## config.mk

```make
export PLATFORM = sky130hd
export DESIGN_NAME = cas64_seq
export DESIGN_NICKNAME = d
export VERILOG_FILES = /design/src/rtl/cas64_pkg.sv /design/src/rtl/cas64_fsm.sv /design/src/rtl/cas64_cmp.sv /design/src/rtl/cas64_seq.sv
export SDC_FILE = /design/constraint.sdc
export NUM_CORES = 1
export LEC_CHECK = 0
export BUFFER_PORTS_ARGS = -buffer_cell sky130_fd_sc_hd__buf_2
export CORE_MARGIN = 2
export CORE_UTILIZATION = 40
export DETAILED_ROUTE_END_ITERATION = 10
export PLACE_DENSITY = 0.71
export SYNTH_ARGS = -nofsm -noshare
export SYNTH_HDL_FRONTEND = slang
export SYNTH_SLANG_ARGS = --single-unit
```

## constraint.sdc

```tcl
create_clock -name clk -period 3.1 [get_ports clk]
set_input_delay 0.775 -clock clk [delete_from_list [all_inputs] [get_ports clk]]
set_output_delay 0.775 -clock clk [all_outputs]
set_load 0.05 [all_outputs]
```

## src/rtl/cas64_pkg.sv

```systemverilog
package cas64_pkg;

  typedef enum logic [2:0] {
    ST_IDLE  = 3'd0,
    ST_READ  = 3'd1,
    ST_CMP   = 3'd2,
    ST_WRITE = 3'd3,
    ST_DONE  = 3'd4
  } cas_state_e;

endpackage

```

## src/rtl/cas64_fsm.sv

```systemverilog
module cas64_fsm
  import cas64_pkg::*;
(
  input  logic       clk,
  input  logic       rst_n,
  input  logic       start,
  input  logic       bus_ready,
  output cas_state_e state,
  output logic       take,
  output logic       rd_accept,
  output logic       cmp_step,
  output logic       wr_accept
);

  cas_state_e state_q, state_d;

  assign state     = state_q;
  assign take      = (state_q == ST_IDLE)  && start;
  assign rd_accept = (state_q == ST_READ)  && bus_ready;
  assign cmp_step  = (state_q == ST_CMP);
  assign wr_accept = (state_q == ST_WRITE) && bus_ready;

  always_comb begin
    state_d = state_q;
    unique case (state_q)
      ST_IDLE:  if (start)     state_d = ST_READ;
      ST_READ:  if (bus_ready) state_d = ST_CMP;
      ST_CMP:                  state_d = ST_WRITE;
      ST_WRITE: if (bus_ready) state_d = ST_DONE;
      ST_DONE:                 state_d = ST_IDLE;
      default:                 state_d = ST_IDLE;
    endcase
  end

  always_ff @(posedge clk) begin
    if (!rst_n) state_q <= ST_IDLE;
    else        state_q <= state_d;
  end

endmodule

```

## src/rtl/cas64_cmp.sv

```systemverilog
module cas64_cmp #(
  parameter int HW = 32
) (
  input  logic [HW-1:0]   cmp_hi,
  input  logic [HW-1:0]   cmp_lo,
  input  logic [HW-1:0]   new_hi,
  input  logic [HW-1:0]   new_lo,
  input  logic [2*HW-1:0] seen,
  output logic            hit,
  output logic [2*HW-1:0] wr_word
);

  localparam int DW = 2 * HW;

  function automatic logic [DW-1:0] join_word(input logic [HW-1:0] hi,
                                              input logic [HW-1:0] lo);
    return {hi, lo};
  endfunction

  function automatic logic words_match(input logic [DW-1:0] a,
                                       input logic [DW-1:0] b);
    return ~|(a ^ b);
  endfunction

  function automatic logic [DW-1:0] pick_store(input logic            m,
                                               input logic [DW-1:0] fresh,
                                               input logic [DW-1:0] old);
    return m ? fresh : old;
  endfunction

  logic [DW-1:0] cmp_word;
  logic [DW-1:0] rep_word;

  assign cmp_word = join_word(cmp_hi, cmp_lo);
  assign rep_word = join_word(new_hi, new_lo);
  assign hit      = words_match(cmp_word, seen);
  assign wr_word  = pick_store(hit, rep_word, seen);

endmodule

```

## src/rtl/cas64_seq.sv

```systemverilog
module cas64_seq
  import cas64_pkg::*;
#(
  parameter int AW = 8,
  parameter int HW = 32
) (
  input  logic            clk,
  input  logic            rst_n,
  input  logic            req_valid,
  input  logic            req_lock,
  input  logic [AW-1:0]   req_addr,
  input  logic [HW-1:0]   cmp_hi,
  input  logic [HW-1:0]   cmp_lo,
  input  logic [HW-1:0]   new_hi,
  input  logic [HW-1:0]   new_lo,
  output logic            req_ready,
  output logic            done,
  output logic            swapped,
  output logic [HW-1:0]   obs_hi,
  output logic [HW-1:0]   obs_lo,
  output logic            bus_rd,
  output logic            bus_wr,
  output logic [AW-1:0]   bus_addr,
  output logic [2*HW-1:0] bus_wdata,
  input  logic [2*HW-1:0] bus_rdata,
  input  logic            bus_ready,
  output logic            bus_lock
);

  localparam int DW = 2 * HW;

  cas_state_e    state;
  logic          take, rd_accept, cmp_step, wr_accept;
  logic          hit, in_span;
  logic [DW-1:0] wr_word;

  logic [AW-1:0] addr_q;
  logic [HW-1:0] chi_q, clo_q, nhi_q, nlo_q;
  logic          lock_q;
  logic [DW-1:0] seen_q, wdat_q, obs_q;
  logic          hit_q, swapped_q;

  cas64_fsm u_fsm (
    .clk       (clk),
    .rst_n     (rst_n),
    .start     (req_valid),
    .bus_ready (bus_ready),
    .state     (state),
    .take      (take),
    .rd_accept (rd_accept),
    .cmp_step  (cmp_step),
    .wr_accept (wr_accept)
  );

  cas64_cmp #(.HW(HW)) u_cmp (
    .cmp_hi  (chi_q),
    .cmp_lo  (clo_q),
    .new_hi  (nhi_q),
    .new_lo  (nlo_q),
    .seen    (seen_q),
    .hit     (hit),
    .wr_word (wr_word)
  );

  always_ff @(posedge clk) begin
    if (!rst_n) begin
      addr_q    <= '0;
      chi_q     <= '0;
      clo_q     <= '0;
      nhi_q     <= '0;
      nlo_q     <= '0;
      lock_q    <= 1'b0;
      seen_q    <= '0;
      wdat_q    <= '0;
      hit_q     <= 1'b0;
      swapped_q <= 1'b0;
      obs_q     <= '0;
    end else begin
      if (take) begin
        addr_q <= req_addr;
        chi_q  <= cmp_hi;
        clo_q  <= cmp_lo;
        nhi_q  <= new_hi;
        nlo_q  <= new_lo;
        lock_q <= req_lock;
      end
      if (rd_accept) seen_q <= bus_rdata;
      if (cmp_step) begin
        hit_q  <= hit;
        wdat_q <= wr_word;
      end
      if (wr_accept) begin
        swapped_q <= hit_q;
        obs_q     <= seen_q;
      end
    end
  end

  assign in_span   = (state == ST_READ) || (state == ST_CMP) || (state == ST_WRITE);
  assign req_ready = (state == ST_IDLE);
  assign done      = (state == ST_DONE);
  assign bus_rd    = (state == ST_READ);
  assign bus_wr    = (state == ST_WRITE);
  assign bus_addr  = addr_q;
  assign bus_wdata = wdat_q;
  assign bus_lock  = lock_q && in_span;
  assign swapped   = swapped_q;
  assign obs_hi    = obs_q[DW-1:HW];
  assign obs_lo    = obs_q[HW-1:0];

endmodule

```

* Word-level counts from Yosys, hierarchy flattened
Index checks and enable logic that the tools add are counted.
** Word-level totals
- Register bits :: 334
- Logic and storage cells :: 35
** Operators by class
- Equality and inequality tests :: 7
- Mux-type cells :: 5
- Bitwise logic cells :: 1
- Reduce and logical (&&, ||, !) cells :: 10
** Operator list (number)
- 2-to-1 mux 64 bit :: 1
- OR reduction 64 bit :: 1
- bitwise XOR 64 bit :: 1
- one-hot mux 3 bit (4 select lines) :: 1
- 2-to-1 mux 3 bit :: 3
- equality test 3 x 2 -> 1 bit, second input constant :: 2
- logical AND 1 bit :: 4
- != test 2 x 1 -> 1 bit, second input constant :: 2
- equality test 3 x 1 -> 1 bit, second input constant :: 1
- equality test 3 bit, second input constant :: 1
- logical NOT 3 bit :: 1
- AND reduction 3 bit :: 1
- logical OR 1 bit :: 2
- != test 2 bit, second input constant :: 1
- logical NOT 1 bit :: 1

* Longest topological paths before layout
Gate-level depths: netlist of the first run.
- Depth after elaboration :: 4
- Gate-level depth with buffers :: 8
- Gate-level depth less buffers :: 6

* Modules after synthesis
From an unflattened synthesis of the first run, not the netlist that was laid out.
** Second synthesis, totals
- Cells, all modules :: 1244
- Area total of the unflattened synthesis :: 14307.5 µm²
** Modules (own cells, without submodules)
- cas64_seq :: times used 1, cells each 1072, area each 12682.2 µm²
- cas64_cmp :: times used 1, cells each 156, area each 1481.4 µm²
- cas64_fsm :: times used 1, cells each 16, area each 143.9 µm²

* Least setup slack after synthesis of the first run
Ideal clock, no wire load.
- Path kind :: reg-to-reg
- Start :: reg u_fsm.state_q[1] (netlist: u_fsm.state[1])
- End :: reg clo_q[21]
- Library setup time :: 0.076 ns
- Arrival :: 2.664 ns
- Required time :: 3.024 ns
- Slack :: 0.360 ns
- Stages on the path, launching flop included :: 8
- Buffers on the path :: 3
- Clock period less this slack :: 2.740 ns
- Cells stage by stage :: dfxtp_1 -> clkbuf_1 -> nor3_1 -> and2_1 -> clkbuf_1 -> buf_1 -> nand2_1 -> a21boi_0
** On the way
- Cells in the longest elaborated chain, start to end :: 2
** Ends and longest elaborated chain
- start, declared :: RTL line cas64_fsm.sv:15 : cas_state_e state_q, state_d;
- start signal, assigned :: RTL line cas64_fsm.sv:37 : else state_q <= state_d;
- logical NOT 3 bit
- via req_ready :: RTL line cas64_seq.sv:16 : output logic req_ready,
- logical AND 1 bit :: RTL line cas64_fsm.sv:18 : assign take = (state_q == ST_IDLE) && start;
- end signal, assigned :: RTL line cas64_seq.sv:82 : clo_q <= cmp_lo;
- end, declared :: RTL line cas64_seq.sv:38 : logic [HW-1:0] chi_q, clo_q, nhi_q, nlo_q;
The timed path passes the listed nets, and every way through them passes these cells.
A chain may end at the register's enable or synchronous reset.

* Worst setup path after layout of the first run
- Start :: reg seen_q[10]
- End :: reg wdat_q[54] (netlist: bus_wdata[54])
** On the way
- Cells in the longest elaborated chain, start to end :: 3
** Ends and longest elaborated chain
- start, declared :: RTL line cas64_seq.sv:40 : logic [DW-1:0] seen_q, wdat_q, obs_q;
- start signal, assigned :: RTL line cas64_seq.sv:87 : if (rd_accept) seen_q <= bus_rdata;
- bitwise XOR 64 bit :: RTL line cas64_cmp.sv:22 : return ~|(a ^ b);
- OR reduction 64 bit :: RTL line cas64_cmp.sv:22
- 2-to-1 mux 64 bit :: RTL line cas64_cmp.sv:28 : return m ? fresh : old;
- end signal, assigned :: RTL line cas64_seq.sv:90 : wdat_q <= wr_word;
- end, declared :: RTL line cas64_seq.sv:40
Every way passes these cells.

==> flow_summary.yaml, run 1 <==
status:
  outcome: "finished clean"
cells_and_area:
  syn2layout_area_growth_pct: 25.2
  seqCellArea_um2: 6690
  multi_input_area_um2: 6170
  drive_above_1_share: 0.231
  design_area_um2: 16700
  fin_nets: 2044
  fillers: 3104
clocking:
  cts_tree: "built"
  cts_made_buffers: 37
  h-tree-depth: 2
  holdBufCountCts: 0
  clkTransAtPathRegs_ps: 60
  clk_latency_ps: 500
  cts_buffer_depth: 3
  postCtsSetupBuffers: 0
  cts_resized: 0
  root_buffer: "clkbuf_16"
  cts_sinks: 334
setup_path:
  crit_family: "simple AND/OR/NAND/NOR gates"
  r2r_start: "seen_q[10]$_SDFFE_PN0P_"
  cp_max_fo: 36
  crit_path_start: "seen_q[10]$_SDFFE_PN0P_"
  required_ps: 3460
  crit_path_start_kind: "flop"
  crit_slowest_cell: "nor4_1"
  slowest_delay_ps: 840
  path_buf_inv: 1
  cp-end-kind: "flop"
  critical_path.cell_chain: "xor2_1 > nor4_1 > nand4_1 > nor4_4 > buf_12 > mux2i_1 > a21oi_1"
  crit_type: "reg2reg"
  worstPathArrival_ps: 3340
timing:
  period_share: 0.962
  rsz0062_at_grt: "false"
  worst_pin_slew_ps: 964
  drv_slew: 0
  setup_viol: 0
  fin_tns_setup_ps: 0
  hold_viol_final: 0
  relSlewSlack: 0.352
  skew_ps: 9.76
  clock.fmax_ghz: 0.335
  fin_crit_ps: 2980
synthesis:
  synth.cell_area_um2: 13300
  synth_ff_type: "dfxtp_1"
  synth_edf_count: 0
  synth_common_cells: "535 x nand2_1, 334 x dfxtp_1, 266 x a21boi_0"
  synth_cell_types: 26
  synth_warnings: 0
  yosysTopAreaCell: "dfxtp_1"
  avgSynthCellArea_um2: 8.58
  syn_inst: 1551
  postSynthNetCount: 1756
  synth_area_leaders: "dfxtp_1 50%, nand2_1 15%, a21boi_0 15%"
  ys_seq_elements: 334
  synth.most_common_cell: "nand2_1"
  yosys.area.top_type_share: 0.502
  ys_seq_area_frac: 0.502
  synthArstFlopShare: 0
routing:
  wl_um: 41600
  routedWlPerCell_um: 18.0
  vias_per_cell: 5.02
  antenna_left: 0
  drc: 0
  routed-via-count: 11600
  drtIter0Drc: 646
  drt-pass1-iter-count: 7
power:
  power_density_nw_per_um2: 635
  ir_drop_mv: 0.499
  p_leak_nw: 6.93
place:
  gp_congestion: 0.838
  place_area_um2: 15400
  dp_hpwl_um: 28400
  portBuffers: 346
grt:
  grt_pass1_wl_um: 64200
  grt_max_degree: 130
  antenna_found_initial: 9
  grt_pass1_vias: 11300
  grt_use_total: 0.232
  grt_overflow: 0
flow_run:
  cap_violations: 0
die:
  dieArea_um2: 34800
  io_pins: 347
  num_rows: 66
  fp.dieH_um: 186
  die_width_um: 186
  core_area_um2: 32600
  start_util: 0.408
worst_hold_path:
  hold_path.class: "reg2reg"
  worstHoldStart: "obs_q[29]$_SDFFE_PN0P_"
path summary, 6_finish.rpt:
kind / slack [ps] / cells past startpoint / to
min: 460 / 2 / obs_q[29]$_SDFFE_PN0P_
max reg2reg: 120 / 7 / bus_wdata[54]$_SDFFE_PN0P_
min reg2reg: 460 / 2 / obs_q[29]$_SDFFE_PN0P_
max: 120 / 7 / bus_wdata[54]$_SDFFE_PN0P_
stage by stage:
stage | utilization | power, mW | hold WS [ps] | std cells | setup WS, ps
6_report | 0.511 | 10.6 | 461 | 2311 | 117
3_5_place_dp | 0.472 | 6.15 | 454 | 2242 | 180
4_1_cts | 0.510 | 10.7 | 462 | 2304 | 141
3_3_place_gp | 0.472 | 6.14 | 448 | 2242 | 211
5_1_grt | 0.511 | 11.0 | 482 | 2307 | 22.8
2_1_floorplan | - | 5.60 | 437 | 1551 | 360
registers in the layout, indices dropped and copies added, names as in the netlist:
register and count:
bus_addr 8, bus_wdata 64, chi_q 32, clo_q 32, hit_q 1, lock_q 1, nhi_q 32, nlo_q 32
obs_q 64, seen_q 64, swapped 1, u_fsm.state 3
cells in the final DEF (no fill, tap or decap), types with 2 or more instances in the layout:
cell,instances
a21boi_0,266
a21oi_1,64
and2_1,3
buf_12,8
buf_2,345
buf_4,13
bufinv_16,6
clkbuf_1,7
clkbuf_16,37
clkbuf_8,6
clkinv_2,5
clkinvlp_4,2
dfxtp_1,334
diode_2,7
mux2i_1,64
nand2_1,534
nand4_1,4
nor2_4,2
nor3_1,2
nor3b_1,3
nor4_1,16
o21ai_0,65
xor2_1,65
cells by family (layout without fill, tap and decap cells):
group | Yosys count | after routing | synth area share
AO/OA/AOI/OAI | 396 | 396 | 0.199
AND/OR/NAND/NOR | 574 | 574 | 0.169
flip-flops | 334 | 334 | 0.502
XOR/XNOR | 65 | 65 | 0.0428
other | 0 | 7 | 0
buffers and inverters | 118 | 429 | 0.0384
multiplexers | 64 | 64 | 0.0481
worst reg2reg max path: cells and delay by family, from the launching register on:
| kind | cells | cell delay, ps |
|---|---|---|
| xor+xnor | 1 | 210 |
| buf+inv | 1 | 360 |
| simple gates | 3 | 1550 |
| compound gates | 1 | 90 |
| flops | 1 | 360 |
| mux | 1 | 280 |
power by group:
part | internal (mW) | switching [mW]
sequential | 4.53 | 0.177
combinational | 0.433 | 0.907
clock | 2.81 | 1.73
total | 7.77 | 2.82
area by class of cell:
class                      count  area share
tap                          442      0.0332
sequential                   334       0.401
antenna                        7     0.00105
timing repair buffer         367       0.120
multi-input combinational   1099       0.370
clock buffer                  49      0.0613
clock inverter                13      0.0132
per-layer routing:
metal | GRT usage | share of wire | up-vias
li1 | - | - | 5706
met1 | 0.301 | 0.43 | 5453
met2 | 0.394 | 0.48 | 383
met3 | 0.0483 | 0.070 | 56
met4 | 0.0594 | 0.019 | 4
met5 | 0 | 0.00079 | -
(Power assumes the default switching activity.)
==> run 2, diff against run 1 <==
--- a/config.mk
+++ b/config.mk
@@ -9,7 +9,7 @@
 export CORE_MARGIN = 2
 export CORE_UTILIZATION = 40
 export DETAILED_ROUTE_END_ITERATION = 10
-export PLACE_DENSITY = 0.71
+export PLACE_DENSITY_LB_ADDON = 0.08
 export SYNTH_ARGS = -nofsm -noshare
 export SYNTH_HDL_FRONTEND = slang
 export SYNTH_SLANG_ARGS = --single-unit
==> run 2 against run 1 <==
Effect of this change: fmax is 9.5% higher; total power increased by 0.43%; flip-flop and latch count did not move; worst setup slack better by 260 ps; register-to-register slack better by 260 ps; design area is 0.61% higher; core utilization rose by 0.31 points; first-iteration DRC count is 1.4% higher; final cell count rose by 0.35%; clock-buffer cell count up 9; combinational power barely moved; global-route usage increased by 0.54 points; critical endpoint is now bus_wdata[35]$_SDFFE_PN0P_; highest routed layer unchanged.
==> flow_summary.yaml, run 2 (synthesized netlist as in run 1, its figures left out) <==
grt:
  grt_max_degree: 106
  grt_use_total: 0.238
  antenna_found_initial: 8
  grt_pass1_wl_um: 65000
  grt_overflow: 0
  grt_pass1_vias: 11000
clocking:
  cts_resized: 0
  root_buffer: "clkbuf_16"
  h-tree-depth: 2
  holdBufCountCts: 0
  postCtsSetupBuffers: 0
  clk_latency_ps: 520
  cts_tree: "built"
  cts_buffer_depth: 3
  cts_sinks: 334
  cts_made_buffers: 38
  clkTransAtPathRegs_ps: 60
cells_and_area:
  layout_commonest_cell: "nand2_1"
  multi_input_area_um2: 6170
  mostFrequentLayoutCells: "534 x nand2_1, 345 x buf_2, 334 x dfxtp_1, 266 x a21boi_0"
  fin_nets: 2049
  drive_above_1_share: 0.235
  fillers: 3187
  design_area_um2: 16800
  seqCellArea_um2: 6690
  syn2layout_area_growth_pct: 25.9
die:
  num_rows: 66
  start_util: 0.408
  io_pins: 347
  core_area_um2: 32600
  dieArea_um2: 34800
  die_width_um: 186
  fp.dieH_um: 186
routing:
  antenna_left: 0
  routed-via-count: 11500
  vias_per_cell: 4.94
  drc: 0
  wl_um: 42800
  routedWlPerCell_um: 18.4
  drtIter0Drc: 655
  drt-pass1-iter-count: 5
setup_path:
  crit_end: "bus_wdata[35]$_SDFFE_PN0P_"
  crit_slowest_cell: "nor4_1"
  rr_endpoint: "bus_wdata[35]$_SDFFE_PN0P_"
  rrSetupSlack_ps: 380
  cp-end-kind: "flop"
  crit_type: "reg2reg"
  slowest_delay_ps: 530
  worstPathArrival_ps: 3110
  crit_path_start_kind: "flop"
  path_depth: 7
  crit_family: "simple AND/OR/NAND/NOR gates"
  r2r_cells: 7
  critical_path.cell_chain: "xor2_1 > nor4_1 > nand4_1 > nor4_4 > buf_12 > mux2i_1 > a21oi_1"
  path_buf_inv: 1
  crit_path_start: "seen_q[49]$_SDFFE_PN0P_"
  required_ps: 3490
  cp_max_fo: 33
  r2r_start: "seen_q[49]$_SDFFE_PN0P_"
timing:
  whs_ps: 457
  relSlewSlack: 0.397
  rsz0062_at_grt: "false"
  skew_ps: 11.3
  clock.fmax_ghz: 0.367
  hold_viol_final: 0
  worst_pin_slew_ps: 904
  period_share: 0.879
  fin_tns_setup_ps: 0
  setup_viol: 0
  fin_crit_ps: 2720
  fin_ws_ps: 376
  drv_slew: 0
place:
  place_area_um2: 15500
  pre_cts_ws_ps: 447
  dp_hpwl_um: 29000
  gp_congestion: 0.783
  portBuffers: 346
worst_hold_path:
  hold_path.class: "reg2reg"
power:
  ir_drop_mv: 0.416
  p_leak_nw: 6.99
  power_density_nw_per_um2: 634
status:
  outcome: "finished clean"
flow_run:
  cap_violations: 0
-- run 2: cell types whose count changed in the layout (fill, tap and decap cells not counted) --
cell,change
clkinvlp_4,+1
buf_12,+2
diode_2,-4
bufinv_16,-4
clkbuf_8,+4
clkbuf_16,+4
buf_4,+2
clkinv_2,+2
clkbuf_1,+1
-- run 2: worst min path at each step --
stage	start	cells after the start	to
floorplan	hit_q$_SDFFE_PN0P_	2	swapped$_SDFFE_PN0P_
global placement	obs_q[30]$_SDFFE_PN0P_	2	obs_q[30]$_SDFFE_PN0P_
detailed placement	obs_q[33]$_SDFFE_PN0P_	2	obs_q[33]$_SDFFE_PN0P_
CTS	obs_q[33]$_SDFFE_PN0P_	2	obs_q[33]$_SDFFE_PN0P_
global route	obs_q[1]$_SDFFE_PN0P_	2	obs_q[1]$_SDFFE_PN0P_
finish	obs_q[33]$_SDFFE_PN0P_	2	obs_q[33]$_SDFFE_PN0P_
-- run 2: tightest hold or removal path, cell delays in order, from the launching register on --
cell and delay [ps]:
dfxtp_1 300, nand2_1 40, a21boi_0 60
-- run 2: stage by stage --
stage          instances  total power, mW   util
4_1_cts             2316             10.7  0.514
3_5_place_dp        2246             6.17  0.474
5_1_grt             2318             11.0  0.514
2_1_floorplan       1551             5.60      -
6_report            2319             10.6  0.514
3_3_place_gp        2246             6.16  0.474
-- run 2: power by group --
part / total (mW) / switching, mW / internal [mW] / leakage, nW
registers: 4.70 / 0.173 / 4.53 / 2.72
clock network: 4.57 / 1.77 / 2.80 / 0.636
logic: 1.36 / 0.916 / 0.444 / 3.63
-- run 2: layout make-up --
cell class	count	share of cell area
Antenna cell	3	0.000448
Clock buffer	58	0.0704
Clock inverter	12	0.00702
Multi-Input combinational cell	1099	0.368
Sequential cell	334	0.399
Tap cell	442	0.0330
Timing Repair Buffer	371	0.122
-- run 2: routing by layer --
layer	wire length [um]	track usage	vias to the layer above
li1	-	-	5724
met1	19400	0.320	5373
met2	19800	0.386	298
met3	2550	0.0528	64
met4	902	0.0625	8
met5	54	0	-
